$ cat src/rtl/async_rx_pkg.sv
`timescale 1ns/1ps
package async_rx_pkg;
  localparam int CHAR_W = 9;
  localparam int BYTE_W = 8;
  localparam int CNT_W  = $clog2(CHAR_W + 1);

  typedef enum logic [2:0] {RX_IDLE, RX_START, RX_DATA, RX_PAR, RX_STOP} rx_state_e;

  typedef struct packed {
    logic [CNT_W-1:0] nbits;
    logic             par_en;
    logic             par_odd;
    logic             nine;
    logic             hi_first;
  } char_cfg_t;

  // Turn the shared control byte into the receiver's view of the frame.
  function automatic char_cfg_t decode_ctl(input logic [7:0] ctl);
    char_cfg_t c;
    case (ctl[2:0])
      3'd0:    c.nbits = CNT_W'(5);
      3'd1:    c.nbits = CNT_W'(6);
      3'd2:    c.nbits = CNT_W'(7);
      3'd6,
      3'd7:    c.nbits = CNT_W'(9);
      default: c.nbits = CNT_W'(8);
    endcase
    c.par_en   = ctl[5];
    c.par_odd  = ctl[4];
    c.nine     = (ctl[2:1] == 2'b11);
    c.hi_first = ctl[0] & c.nine;
    return c;
  endfunction

  function automatic logic vote3(input logic a, input logic b, input logic c);
    return (a & b) | (a & c) | (b & c);
  endfunction

  // Parity bit the sender should have produced for these data bits.
  function automatic logic parity_ref(input logic [CHAR_W-1:0] d, input logic odd);
    return (^d) ^ odd;
  endfunction

  function automatic logic [BYTE_W-1:0] pick_byte(input logic [CHAR_W-1:0] d,
                                                  input char_cfg_t c,
                                                  input logic second);
    logic take_hi;
    take_hi = c.nine & (c.hi_first ^ second);
    if (take_hi) return BYTE_W'(d[CHAR_W-1:BYTE_W]);
    return d[BYTE_W-1:0];
  endfunction
endpackage

$ cat src/rtl/async_rx_sync.sv
`timescale 1ns/1ps
module async_rx_sync #(
  parameter int   STAGES   = 2,
  parameter logic IDLE_LVL = 1'b1
) (
  input  logic clk,
  input  logic rst_n,
  input  logic din,
  output logic dout
);
  logic [STAGES-1:0] chain;

  generate
    if (STAGES == 1) begin : g_single
      always_ff @(posedge clk or negedge rst_n) begin
        if (!rst_n) chain <= IDLE_LVL;
        else        chain <= din;
      end
    end else begin : g_multi
      always_ff @(posedge clk or negedge rst_n) begin
        if (!rst_n) chain <= {STAGES{IDLE_LVL}};
        else        chain <= {chain[STAGES-2:0], din};
      end
    end
  endgenerate

  assign dout = chain[STAGES-1];
endmodule

$ cat src/rtl/async_rx_engine.sv
`timescale 1ns/1ps
module async_rx_engine
  import async_rx_pkg::*;
#(
  parameter int OS_RATE  = 16,
  parameter int VOTE_MID = 8
) (
  input  logic              clk,
  input  logic              rst_n,
  input  logic              os_tick,
  input  logic              line_s,
  input  logic [7:0]        ctl,
  output logic              frame_done,
  output logic              start_reject,
  output logic [CHAR_W-1:0] done_data,
  output char_cfg_t         done_cfg,
  output logic              done_pe,
  output logic              done_fe
);
  localparam int TW = $clog2(OS_RATE);
  localparam int BW = $clog2(CHAR_W);
  localparam logic [TW-1:0] T_A   = TW'(VOTE_MID - 1);
  localparam logic [TW-1:0] T_B   = TW'(VOTE_MID);
  localparam logic [TW-1:0] T_C   = TW'(VOTE_MID + 1);
  localparam logic [TW-1:0] T_END = TW'(OS_RATE - 1);

  rx_state_e         state;
  logic [TW-1:0]     tidx;
  logic [BW-1:0]     bitn;
  logic [CHAR_W-1:0] shreg;
  logic              v_a, v_b, prev_s, par_q;
  char_cfg_t         cfg_q;
  logic              vote, at_dec, last_bit;

  assign vote     = vote3(v_a, v_b, line_s);
  assign at_dec   = (tidx == T_C);
  assign last_bit = (CNT_W'(bitn) == cfg_q.nbits - CNT_W'(1));

  assign frame_done   = os_tick && (state == RX_STOP)  && at_dec;
  assign start_reject = os_tick && (state == RX_START) && at_dec && vote;
  assign done_data    = shreg;
  assign done_cfg     = cfg_q;
  assign done_pe      = cfg_q.par_en && (par_q != parity_ref(shreg, cfg_q.par_odd));
  assign done_fe      = !vote;

  always_ff @(posedge clk or negedge rst_n) begin
    if (!rst_n) begin
      state  <= RX_IDLE;
      tidx   <= '0;
      bitn   <= '0;
      shreg  <= '0;
      v_a    <= 1'b1;
      v_b    <= 1'b1;
      prev_s <= 1'b1;
      par_q  <= 1'b0;
      cfg_q  <= '0;
    end else if (os_tick) begin
      prev_s <= line_s;
      if (tidx == T_A) v_a <= line_s;
      if (tidx == T_B) v_b <= line_s;
      if (state == RX_IDLE) begin
        if (prev_s && !line_s) begin
          state <= RX_START;
          tidx  <= TW'(1);
          cfg_q <= decode_ctl(ctl);
          shreg <= '0;
          par_q <= 1'b0;
        end
      end else begin
        tidx <= (tidx == T_END) ? '0 : tidx + TW'(1);
        case (state)
          RX_START: begin
            if (at_dec && vote) state <= RX_IDLE;
            else if (tidx == T_END) begin
              state <= RX_DATA;
              bitn  <= '0;
            end
          end
          RX_DATA: begin
            if (at_dec) shreg[bitn] <= vote;
            if (tidx == T_END) begin
              if (last_bit) state <= cfg_q.par_en ? RX_PAR : RX_STOP;
              else          bitn  <= bitn + BW'(1);
            end
          end
          RX_PAR: begin
            if (at_dec) par_q <= vote;
            if (tidx == T_END) state <= RX_STOP;
          end
          RX_STOP: begin
            if (at_dec) state <= RX_IDLE;
          end
          default: state <= RX_IDLE;
        endcase
      end
    end
  end
endmodule

$ cat src/rtl/async_rx_holder.sv
`timescale 1ns/1ps
module async_rx_holder
  import async_rx_pkg::*;
(
  input  logic              clk,
  input  logic              rst_n,
  input  logic              frame_done,
  input  logic [CHAR_W-1:0] in_data,
  input  char_cfg_t         in_cfg,
  input  logic              in_pe,
  input  logic              in_fe,
  input  logic              rd_strobe,
  output logic              rx_full,
  output logic              par_err,
  output logic              frm_err,
  output logic [BYTE_W-1:0] rd_byte,
  output char_cfg_t         held_cfg,
  output logic              rd_phase
);
  logic [CHAR_W-1:0] hold_data;

  always_ff @(posedge clk or negedge rst_n) begin
    if (!rst_n) begin
      rx_full   <= 1'b0;
      par_err   <= 1'b0;
      frm_err   <= 1'b0;
      hold_data <= '0;
      held_cfg  <= '0;
      rd_phase  <= 1'b0;
    end else if (frame_done) begin
      rx_full   <= 1'b1;
      par_err   <= in_pe;
      frm_err   <= in_fe;
      hold_data <= in_data;
      held_cfg  <= in_cfg;
      rd_phase  <= 1'b0;
    end else if (rd_strobe && rx_full) begin
      if (held_cfg.nine && !rd_phase) begin
        rd_phase <= 1'b1;
      end else begin
        rx_full  <= 1'b0;
        par_err  <= 1'b0;
        frm_err  <= 1'b0;
        rd_phase <= 1'b0;
      end
    end
  end

  assign rd_byte = rx_full ? pick_byte(hold_data, held_cfg, rd_phase) : '0;
endmodule

$ cat src/rtl/async_char_rx.sv
`timescale 1ns/1ps
module async_char_rx
  import async_rx_pkg::*;
#(
  parameter int OS_RATE     = 16,
  parameter int VOTE_MID    = 8,
  parameter int SYNC_STAGES = 2
) (
  input  logic       clk,
  input  logic       rst_n,
  input  logic       rx_line,
  input  logic       os_tick,
  input  logic [7:0] ctl_byte,
  input  logic       rd_strobe,
  output logic [7:0] rd_byte,
  output logic       rx_full,
  output logic       par_err,
  output logic       frm_err
);
  logic              line_s;
  logic              frame_done;
  logic              start_reject;
  logic [CHAR_W-1:0] done_data;
  char_cfg_t         done_cfg;
  logic              done_pe, done_fe;
  char_cfg_t         held_cfg;
  logic              rd_phase;

  async_rx_sync #(.STAGES(SYNC_STAGES), .IDLE_LVL(1'b1)) sync_i (
    .clk(clk), .rst_n(rst_n), .din(rx_line), .dout(line_s)
  );

  async_rx_engine #(.OS_RATE(OS_RATE), .VOTE_MID(VOTE_MID)) eng_i (
    .clk(clk), .rst_n(rst_n), .os_tick(os_tick), .line_s(line_s), .ctl(ctl_byte),
    .frame_done(frame_done), .start_reject(start_reject), .done_data(done_data),
    .done_cfg(done_cfg), .done_pe(done_pe), .done_fe(done_fe)
  );

  async_rx_holder hold_i (
    .clk(clk), .rst_n(rst_n), .frame_done(frame_done), .in_data(done_data),
    .in_cfg(done_cfg), .in_pe(done_pe), .in_fe(done_fe), .rd_strobe(rd_strobe),
    .rx_full(rx_full), .par_err(par_err), .frm_err(frm_err), .rd_byte(rd_byte),
    .held_cfg(held_cfg), .rd_phase(rd_phase)
  );
endmodule

$ cat config.mk
export PLATFORM = sky130hd
export DESIGN_NAME = async_char_rx
export DESIGN_NICKNAME = d
export VERILOG_FILES = /design/src/rtl/async_rx_pkg.sv /design/src/rtl/async_rx_sync.sv /design/src/rtl/async_rx_engine.sv /design/src/rtl/async_rx_holder.sv /design/src/rtl/async_char_rx.sv
export SDC_FILE = /design/constraint.sdc
export NUM_CORES = 1
export LEC_CHECK = 0
export ABC_AREA = 1
export BUFFER_PORTS_ARGS = -buffer_cell sky130_fd_sc_hd__buf_2
export CELL_PAD_IN_SITES_DETAIL_PLACEMENT = 0
export CELL_PAD_IN_SITES_GLOBAL_PLACEMENT = 1
export CORE_ASPECT_RATIO = 0.8
export CORE_MARGIN = 3
export CORE_UTILIZATION = 45
export DETAILED_ROUTE_END_ITERATION = 6
export GPL_TIMING_DRIVEN = 0
export PLACE_DENSITY = 0.81
export SYNTH_ARGS = -nofsm -noshare
export SYNTH_HDL_FRONTEND = slang
export SYNTH_SLANG_ARGS = --single-unit
$ cat constraint.sdc
create_clock -name clk -period 4.67 [get_ports clk]
set_clock_uncertainty 0.05 [all_clocks]
set_input_delay 0.467 -clock clk [delete_from_list [all_inputs] [get_ports clk]]
set_output_delay 0.467 -clock clk [all_outputs]
set_load 0.02 [all_outputs]
==> flow_summary.yaml, run 1 <==
outcome:
  run_status: "finished, final reports clean"
final_layout:
  multiInputGateArea_mm2: 0.00133
  final_core_utilization: 0.525
  mostFrequentLayoutCell: "nand2_1"
  most-common-layout-cells: "nand2_1, inv_1, dfrtp_1, nor2_1"
  fillCellCount: 577
  final-seq-area_mm2: 0.00123
  drive_gt1_frac: 0.165
  design.final.nets: 414
  n_antenna_cell: 0
  area_growth_pct: 11.1
synth:
  synth.cell_area_mm2: 0.00282
  synth_fp_nets: 387
  postSynth.topFlopCell: "dfrtp_1"
  syn_area_per_cell_um2: 7.71
  netlist-cell-type-count: 34
  synthesized_netlist_cell_count: 366
  synth.yosys.seq_area_share: 0.437
  synth-async-reset-ratio: 1.00
  postSynthRegisterBits: 49
  synth_enable_flop_cells: 0
  ys.warnings.count: 0
pwr:
  power.combinational.fraction: 0.404
  power_leakage_nw: 1.59
  p_sw_frac: 0.404
  pwr-share-seq: 0.401
  power.internal_mw: 0.943
  cellPowerDensity_mw_per_mm2: 505
  vdd_ir_drop_max_v: 0.000247
  p_switching_mw: 0.639
  clock_network_fraction_of_total_power: 0.196
detailed_routing:
  route.final.wire_length_mm: 5.49
  drt.antenna.violating_nets: 0
  drtIter0Drc: 94
  vias: 2246
  top_layer: "met4"
  drc: 0
  drt-met1-wl_mm: 3.03
  avgViaCountPerCell: 4.73
  post_drt_wl_per_cell_um: 11.6
  met3_length_um: 196
  met2_length_mm: 2.21
  drtPass1Iterations: 4
worst_setup_path:
  cpMaxStageDelayCell: "dfrtp_1"
  path_class: "flip-flop to output pin"
  timing.critical_path.from_type: "flip-flop"
  cp_peak_stage_delay_ns: 0.42
  cp_cell_sequence: "nand2_1 -> nand2_1 -> o21ai_1 -> nor2_1 -> buf_2"
  worstPathRequired_ns: 4.15
  cpMostUsedCell: "nand2_1"
  nature_of_the_critical_path_endpoint: "output pin"
  crit_arrival_ns: 1.53
  largest_fanout_on_the_critical_path: 7
clock_tree:
  path_clk_slew_ns: 0.09
  cell_at_the_root_of_the_clock_tree: "clkbuf_8"
  post-cts-setup-buffers: 0
  cts-resized-gates: 0
  clock_tree_from_tritoncts: "done"
  cts_hold_repair.buffers: 0
  cts_sinks: 49
  clock_latency_ns: 0.31
  ctsLongestPathBuffers: 2
  tritoncts.num_buffers: 5
  htreeDepth: 2
floorplanning:
  rows: 25
  start_util: 0.472
  core_region_area_mm2: 0.00597
  overall_die_area_mm2: 0.00726
  die_w_um: 94.5
  floorplan.io_pins: 24
  die-height_um: 76.8
sta:
  worst-slew-pin-transition_ns: 1.09
  finalCriticalPeriod_ns: 2.04
  worst_slew_margin_rel: 0.274
  timing.final.ws_setup_ns: 2.63
  finalSetupViolations: 0
  rsz0062_at_grt: "no"
  count_of_final_max_slew_check_failures: 0
  timing.final.hold_violations: 0
  final.period_utilization: 0.438
  clock.fmax_mhz: 489
  finalSetupTns_ns: 0
placement:
  io_buffer_count: 20
  detailedPlace.worstSlack_ns: 2.91
  hpwlAfterDp_mm: 4.06
  gp_routability_congestion: 0.791
hold_path:
  holdCritPathClass: "input port to flip-flop"
grt:
  pin_count_of_the_biggest_net_entering_global_routing: 50
  globalRouteTotalUtil: 0.166
  grt_first_pass_wirelength_mm: 9.63
  globalRouteOverflowTotal: 0
  first_global_vias: 2043
  antenna_found_initial: 0
job:
  maxCapViolCount: 0
-- Yosys cell counts, types with 3 or more instances --
master	number	area, µm²
a21oi_1	3	15.0
buf_2	3	15.0
dfrtp_1	44	1100
dfstp_2	5	131
ha_1	8	100
inv_1	51	191
inv_2	4	15.0
nand2_1	99	372
nand2_2	6	37.5
nand3_1	17	85.1
nand4_1	3	18.8
nor2_1	31	116
nor2_2	3	18.8
nor2_4	3	33.8
o21ai_0	24	120
o21ai_1	24	120
xnor2_1	7	61.3
xor2_1	8	70.1
-- metrics by stage --
step | hold WS [ns] | std cells | total power [mW] | area [µm²]
after floorplan | 0.121 | 366 | 1.13 | 2820
after global placement | 0.300 | 467 | 1.28 | 3020
after detailed placement | 0.299 | 467 | 1.29 | 3020
after CTS | 0.192 | 475 | 1.60 | 3130
after global routing | 0.184 | 475 | 1.73 | 3130
final | 0.201 | 475 | 1.58 | 3130
-- worst paths after layout --
kind | depth (start not counted) | start | slack (ns) | end
worst max-delay path | 5 | hold_i.rd_phase | 2.63 | rd_byte[6]
worst min-delay path | 1 | rx_line | 0.20 | sync_i.chain[0]
worst max register to register | 12 | eng_i.done_cfg[4] | 2.91 | eng_i.state[2]
worst min register to register | 0 | sync_i.chain[0] | 0.31 | sync_i.chain[1]
max in group asynchronous | 1 | rst_n | 3.59 | eng_i.bitn[2]
min in group asynchronous | 1 | rst_n | 0.31 | hold_i.rx_full
-- cell families after synthesis --
family                     after synthesis  share of synthesized area
xor gates and xnor gates                15                     0.0466
AOI/OAI and AO/OA                       62                      0.126
buffers and inverters                   63                     0.0927
adders and majority gates                8                     0.0355
DFF                                     49                      0.437
and+or+nand+nor                        169                      0.263
-- per-layer routing --
layer	GRT usage	up-vias
met3	0.0382	5
met4	0.0519	0
met5	0	-
met1	0.247	999
li1	-	1205
met2	0.239	37
-- worst max-delay path, delay by kind of cell (launching register included) --
kind	cells	cell delay (ns)
AO/OA/AOI/OAI	1	0.41
buffers and inverters	1	0.17
flip-flops	1	0.42
AND/OR/NAND/NOR	3	0.21
-- cell type report --
cell class	instances	area share
Buffer	8	0.0176
Clock inverter	2	0.0124
Multi-Input combinational cell	254	0.424
Tap cell	81	0.0323
Inverter	55	0.0659
Clock buffer	6	0.0232
Sequential cell	49	0.393
Timing Repair Buffer	20	0.0319
-- flip-flops by register name, indices dropped and copies added (netlist names), 2 cells and up --
name,cells
sync_i.chain,2
hold_i.held_cfg,2
eng_i.bitn,4
eng_i.done_data,9
hold_i.hold_data,9
eng_i.tidx,4
eng_i.state,3
eng_i.done_cfg,8
-- power by group through the flow --
stage / clock network, mW / registers (mW) / logic, mW
6_report: 0.309 / 0.634 / 0.639
2_1_floorplan: 0 / 0.633 / 0.494
4_1_cts: 0.321 / 0.634 / 0.647
5_1_grt: 0.338 / 0.651 / 0.737
3_5_place_dp: 0 / 0.642 / 0.644
3_3_place_gp: 0 / 0.640 / 0.636
Note: power is estimated with default switching activity, not from simulation.
==> run 2, diff against run 1 <==
- ABC_AREA: 1 -> 0
- PLACE_DENSITY: 0.81 -> 0.76
- clock period: 4.67 -> 2.13 ns (I/O delays scaled with it)
==> run 2 against run 1 <==
Wire length fell by 2.4%. Clock power rose by 130%. Critical path depth rose by 2. Sequential share of layout area rose by 1.4 points. Non-clock buffer count rose by 1. Combinational power rose by 37%. Flip-flop and latch count did not move. Final cell count fell by 25%. Synthesized cell count fell by 32%. Hold slack got worse by 0.15 ns. Critical path type is now flip-flop to flip-flop. Highest routed layer unchanged.
==> flow_summary.yaml, run 2 <==
outcome:
  run_status: "finished, final reports clean"
floorplanning:
  core_region_area_mm2: 0.00559
  die_w_um: 92
  floorplan.io_pins: 24
  die-height_um: 74.8
  start_util: 0.477
  rows: 24
  overall_die_area_mm2: 0.00688
detailed_routing:
  drt-met1-wl_mm: 2.83
  drt.antenna.violating_nets: 0
  met2_length_mm: 2.30
  post_drt_wl_per_cell_um: 15.1
  top_layer: "met4"
  drtIter0Drc: 91
  drc: 0
  avgViaCountPerCell: 5.28
  route.final.wire_length_mm: 5.36
  met3_length_um: 208
  drtPass1Iterations: 6
  vias: 1881
final_layout:
  most-common-layout-cells: "dfrtp_1, nand2_1, buf_2, mux2_2"
  post_layout_nonfiller_instances: 356
  final_core_utilization: 0.542
  n_antenna_cell: 0
  mostFrequentLayoutCell: "dfrtp_1"
  fillCellCount: 533
  drive_gt1_frac: 0.248
  design.final.nets: 298
  area_growth_pct: 13.7
pwr:
  power.internal_mw: 1.87
  pwr-share-seq: 0.437
  vdd_ir_drop_max_v: 0.000441
  clock_network_fraction_of_total_power: 0.250
  finalPower_mw: 2.80
  p_sw_frac: 0.333
  cellPowerDensity_mw_per_mm2: 925
  power_leakage_nw: 1.48
  p_switching_mw: 0.932
  power.combinational.fraction: 0.313
synth:
  synth_adder_area_share: 0.0414
  synth-async-reset-ratio: 1.00
  syn_area_per_cell_um2: 10.7
  synth_enable_flop_cells: 0
  synth.cell_area_mm2: 0.00266
  synthSimpleGateAreaFrac: 0.151
  synth_compound_gate_area_share: 0.176
  synth.yosys.seq_area_share: 0.463
  ys_top_cells_by_count: "dfrtp_1, nand2_1, mux2_2"
  largest_family_of_logic_cells_by_synthesized_area: "compound AO/OA/AOI/OAI gates"
  synth_fp_nets: 271
  synth_area_leader_cell: "dfrtp_1"
  synthMuxAreaShare: 0.0714
  cell_with_the_most_instances_after_synthesis: "dfrtp_1"
  netlist_top_cells_area: "dfrtp_1, mux2_2, dfstp_2"
  synth_top_cell_area_share: 0.414
  ys.warnings.count: 0
  synthesized_netlist_cell_count: 250
  postSynthRegisterBits: 49
  post_synth_xor_area_fraction: 0.0620
  postSynth.topFlopCell: "dfrtp_1"
  netlist-cell-type-count: 52
clock_tree:
  cts_sinks: 49
  path_clk_slew_ns: 0.09
  clock_tree_from_tritoncts: "done"
  tritoncts.num_buffers: 5
  ctsLongestPathBuffers: 2
  clock_latency_ns: 0.30
  cell_at_the_root_of_the_clock_tree: "clkbuf_8"
  htreeDepth: 2
sta:
  worst_slew_margin_rel: 0.271
  finalSetupViolations: 0
  count_of_final_max_slew_check_failures: 0
  rsz0062_at_grt: "yes"
  finalCriticalPeriod_ns: 2.04
  holdWs_ns: 0.0497
  clock.fmax_mhz: 491
  worst-slew-pin-transition_ns: 1.09
  final.period_utilization: 0.956
  timing.final.hold_violations: 0
grt:
  globalRouteTotalUtil: 0.165
  first_global_vias: 1801
  grt_first_pass_wirelength_mm: 8.91
  pin_count_of_the_biggest_net_entering_global_routing: 50
  globalRouteOverflowTotal: 0
  antenna_found_initial: 0
hold_path:
  holdCritPathClass: "input port to asynchronous set/reset pin"
placement:
  place_inst: 348
  gp_routability_congestion: 0.762
  io_buffer_count: 20
  hpwlAfterDp_mm: 3.85
worst_setup_path:
  path_class: "flip-flop to flip-flop"
  worstPathRequired_ns: 2.32
  timing.critical_path.from_type: "flip-flop"
  largest_fanout_on_the_critical_path: 5
  nature_of_the_critical_path_endpoint: "flip-flop"
  crit_arrival_ns: 2.23
job:
  maxCapViolCount: 0
run 2: timing repair:
action                                  4_1_cts  5_1_grt
endpoints found under the setup margin        5       20
hold buffers                                  1        0
resized for setup                             0        7
endpoints found under the hold margin         1        0
setup buffers                                 0        1
run 2: power groups by stage:
stage	clock (mW)	combinational, mW	sequential [mW]
after floorplan	0	0.664	1.19
after global placement	0	0.826	1.23
after detailed placement	0	0.831	1.24
after CTS	0.717	0.839	1.22
after global routing	0.749	0.992	1.25
final	0.700	0.878	1.22
run 2: critical path, cell delays in order (launching register included):
cell,delay [ns]
dfrtp_1,0.42
inv_1,0.09
ha_2,0.19
and3b_2,0.24
a311oi_1,0.11
a311o_4,0.38
a2111oi_4,0.32
a22o_1,0.16
run 2: cell type report:
| type | count | area, µm² | share of cell area |
|---|---|---|---|
| Buffer | 7 | 38.8 | 0.0128 |
| Clock buffer | 6 | 82.6 | 0.0273 |
| Clock inverter | 2 | 37.5 | 0.0124 |
| Inverter | 12 | 45.0 | 0.0149 |
| Multi-Input combinational cell | 180 | 1380 | 0.454 |
| Sequential cell | 49 | 1230 | 0.407 |
| Tap cell | 78 | 97.6 | 0.0322 |
| Timing Repair Buffer | 22 | 118 | 0.0389 |
run 2: metal layers:
metal	up-vias	track usage
li1	945	-
met1	899	0.247
met2	35	0.244
met3	2	0.0360
met4	0	0.0428
met5	-	0
run 2: kinds of logic after synthesis:
family          after synthesis
buf+inv                      21
compound gates               56
simple gates                 80
flops                        49
fa+ha+maj                     9
mux                          17
xor+xnor                     18
run 2: through the flow:
step | worst slack [ns] | cell area [µm²] | setup TNS [ns]
detailed placement | 0.00333 | 2860 | 0
floorplan | 0.259 | 2660 | 0
CTS | 0.0397 | 2990 | 0
global placement | -0.00150 | 2860 | -0.00150
global route | -0.0243 | 3030 | -0.0246
finish | 0.0934 | 3030 | 0
run 2: path summary, 6_finish.rpt:
kind	cells after the start	endpoint	start	slack, ns
min in group clk	2	eng_i.done_cfg[3]	ctl_byte[5]	0.09
worst max-delay path	7	eng_i.state[2]	eng_i.tidx[1]	0.09
max in group asynchronous	1	eng_i.bitn[2]	rst_n	1.29
worst min-delay path	1	eng_i.tidx[3]	rst_n	0.05
worst min register to register	0	sync_i.chain[1]	sync_i.chain[0]	0.31
worst max register to register	7	eng_i.state[2]	eng_i.tidx[1]	0.09
==> run 3, diff against run 2 <==
- PLACE_DENSITY: 0.76 -> 0.74
==> run 3 against run 2 <==
Die area did not move. First-iteration DRC count up 13%. Via count up 2.9%. Flip-flop and latch count unchanged. Non-clock buffer count is the same. Register-to-register slack is essentially flat. Wire length barely moved. Clock power down 20%. Setup slack worse by 0.012 ns. Core utilization decreased by 0.92 points. Cell area fell by 1.7%.
==> flow_summary.yaml, run 3 (synthesis gave the netlist of run 2 again) <==
sta:
  worst_slew_margin_rel: 0.267
  finalCriticalPeriod_ns: 2.05
  finalSetupViolations: 0
  final.period_utilization: 0.962
  worst-slew-pin-transition_ns: 1.10
  finalSetupTns_ns: 0
  count_of_final_max_slew_check_failures: 0
  rsz0062_at_grt: "yes"
  timing.final.hold_violations: 0
  clock.fmax_mhz: 488
detailed_routing:
  route.final.wire_length_mm: 5.36
  drc: 0
  drtPass1Iterations: 4
  drt.antenna.violating_nets: 0
  avgViaCountPerCell: 5.44
  drtIter0Drc: 103
  vias: 1935
  post_drt_wl_per_cell_um: 15.1
grt:
  antenna_found_initial: 0
  pin_count_of_the_biggest_net_entering_global_routing: 50
  first_global_vias: 1784
  grt_first_pass_wirelength_mm: 9.08
  globalRouteOverflowTotal: 0
  globalRouteTotalUtil: 0.172
pwr:
  p_sw_frac: 0.353
  finalPower_mw: 2.63
  p_switching_mw: 0.928
  power_leakage_nw: 1.46
  cellPowerDensity_mw_per_mm2: 885
  clock_network_fraction_of_total_power: 0.213
  vdd_ir_drop_max_v: 0.000351
  power.combinational.fraction: 0.325
  power.internal_mw: 1.70
  pwr-share-seq: 0.462
placement:
  io_buffer_count: 20
  gp_routability_congestion: 0.759
  hpwlAfterDp_mm: 3.84
  place_inst: 348
floorplanning:
  core_region_area_mm2: 0.00559
  overall_die_area_mm2: 0.00688
  floorplan.io_pins: 24
  rows: 24
  die-height_um: 74.8
  die_w_um: 92
  start_util: 0.477
final_layout:
  design.final.nets: 298
  fillCellCount: 522
  post_layout_nonfiller_instances: 356
  mostFrequentLayoutCell: "dfrtp_1"
  most-common-layout-cells: "dfrtp_1, nand2_1, buf_2, mux2_2"
  n_antenna_cell: 0
  area_growth_pct: 11.7
  drive_gt1_frac: 0.237
  final_core_utilization: 0.533
worst_setup_path:
  worst_r2r_endpoint: "eng_i.state[2]"
  path_class: "flip-flop to flip-flop"
  cpMaxStageDelayCell: "dfrtp_1"
  worstPathRequired_ns: 2.33
  largest_fanout_on_the_critical_path: 5
  nature_of_the_critical_path_endpoint: "flip-flop"
  cp_cell_sequence: "inv_1 -> ha_2 -> and3b_2 -> a311oi_1 -> a311o_4 -> a2111oi_2 -> a22o_1"
  crit_start: "eng_i.tidx[1]"
  crit_arrival_ns: 2.25
  endpoint: "eng_i.state[2]"
  cp_peak_stage_delay_ns: 0.42
  startpoint_of_the_lowest_slack_register_to_register_path: "eng_i.tidx[1]"
  ff2ff_setup_slack_ns: 0.08
  timing.critical_path.from_type: "flip-flop"
  timing.reg2reg.worst_path_depth: 7
clock_tree:
  ctsLongestPathBuffers: 2
  cell_at_the_root_of_the_clock_tree: "clkbuf_8"
  clock_latency_ns: 0.31
  post-cts-setup-buffers: 0
  htreeDepth: 2
  path_clk_slew_ns: 0.09
  tritoncts.num_buffers: 5
  cts_sinks: 49
  clock_tree_from_tritoncts: "done"
job:
  maxCapViolCount: 0
outcome:
  run_status: "finished, final reports clean"
hold_path:
  holdCritPathClass: "input port to asynchronous set/reset pin"
## run 3: cell types whose count changed in the layout (fill, tap and decap cells not counted)
cell	delta
a2111oi_2	+1
clkbuf_8	-1
buf_4	-1
ha_2	-1
bufinv_16	-1
clkinvlp_4	+1
a2111oi_4	-1
clkbuf_1	+2
ha_1	+1
## run 3: layer usage
metal / vias to the layer above / part of all wire / global-route usage
li1: 951 / - / -
met1: 942 / 0.53 / 0.261
met2: 35 / 0.42 / 0.244
met3: 7 / 0.034 / 0.0330
met4: 0 / 0.013 / 0.0593
met5: - / 0 / 0
## run 3: worst min-delay path by stage
stage / depth (start not counted) / endpoint / slack (ns) / startpoint
after global routing: 2 / eng_i.done_cfg[3] / 0.09 / ctl_byte[5]
after floorplan: 0 / eng_i.bitn[0] / -0.13 / rst_n
final: 1 / eng_i.tidx[1] / 0.06 / rst_n
after detailed placement: 1 / sync_i.chain[0] / 0.27 / rx_line
after CTS: 2 / eng_i.done_cfg[3] / 0.08 / ctl_byte[5]
after global placement: 1 / sync_i.chain[0] / 0.27 / rx_line
## run 3: layout make-up
class | instances | area, µm² | area share
repair buffers | 21 | 110 | 0.0370
clock buffers | 6 | 72.6 | 0.0244
well taps | 78 | 97.6 | 0.0328
multi-input cells | 180 | 1360 | 0.457
clock inverters | 2 | 15.0 | 0.00505
flip-flops and latches | 49 | 1230 | 0.414
inverters | 12 | 45.0 | 0.0151
plain buffers | 8 | 42.5 | 0.0143
## run 3: critical path, delay by kind of cell (launching register included)
kind                       cells  cell delay (ns)
AOI/OAI and AO/OA              4             1.00
DFF                            1             0.42
adders and majority gates      1             0.19
buffers and inverters          1             0.09
and+or+nand+nor                1             0.24
## run 3: metrics by stage
step | cell area [µm²] | setup slack (ns) | hold WS (ns)
6_report | 2980 | 0.0817 | 0.0587
2_1_floorplan | 2660 | 0.259 | -0.133
4_1_cts | 2950 | 0.0529 | 0.0765
5_1_grt | 2980 | -0.0281 | 0.0904
3_3_place_gp | 2860 | -0.00248 | 0.267
3_5_place_dp | 2860 | 0.00369 | 0.270
## run 3: power groups by stage
stage               registers, mW  clock network [mW]  logic (mW)
CTS                          1.22               0.581       0.837
finish                       1.22               0.561       0.856
global placement             1.23                   0       0.827
detailed placement           1.24                   0       0.825
global route                 1.25               0.624       0.949
floorplan                    1.19                   0       0.664
## run 3: what timing repair did
item | CTS | global route
endpoints found under the setup margin | 5 | 19
hold buffers | 1 | 0
resized for setup | 0 | 5
pin swaps | 0 | 0
cloned | 0 | 0
endpoints found under the hold margin | 1 | 0
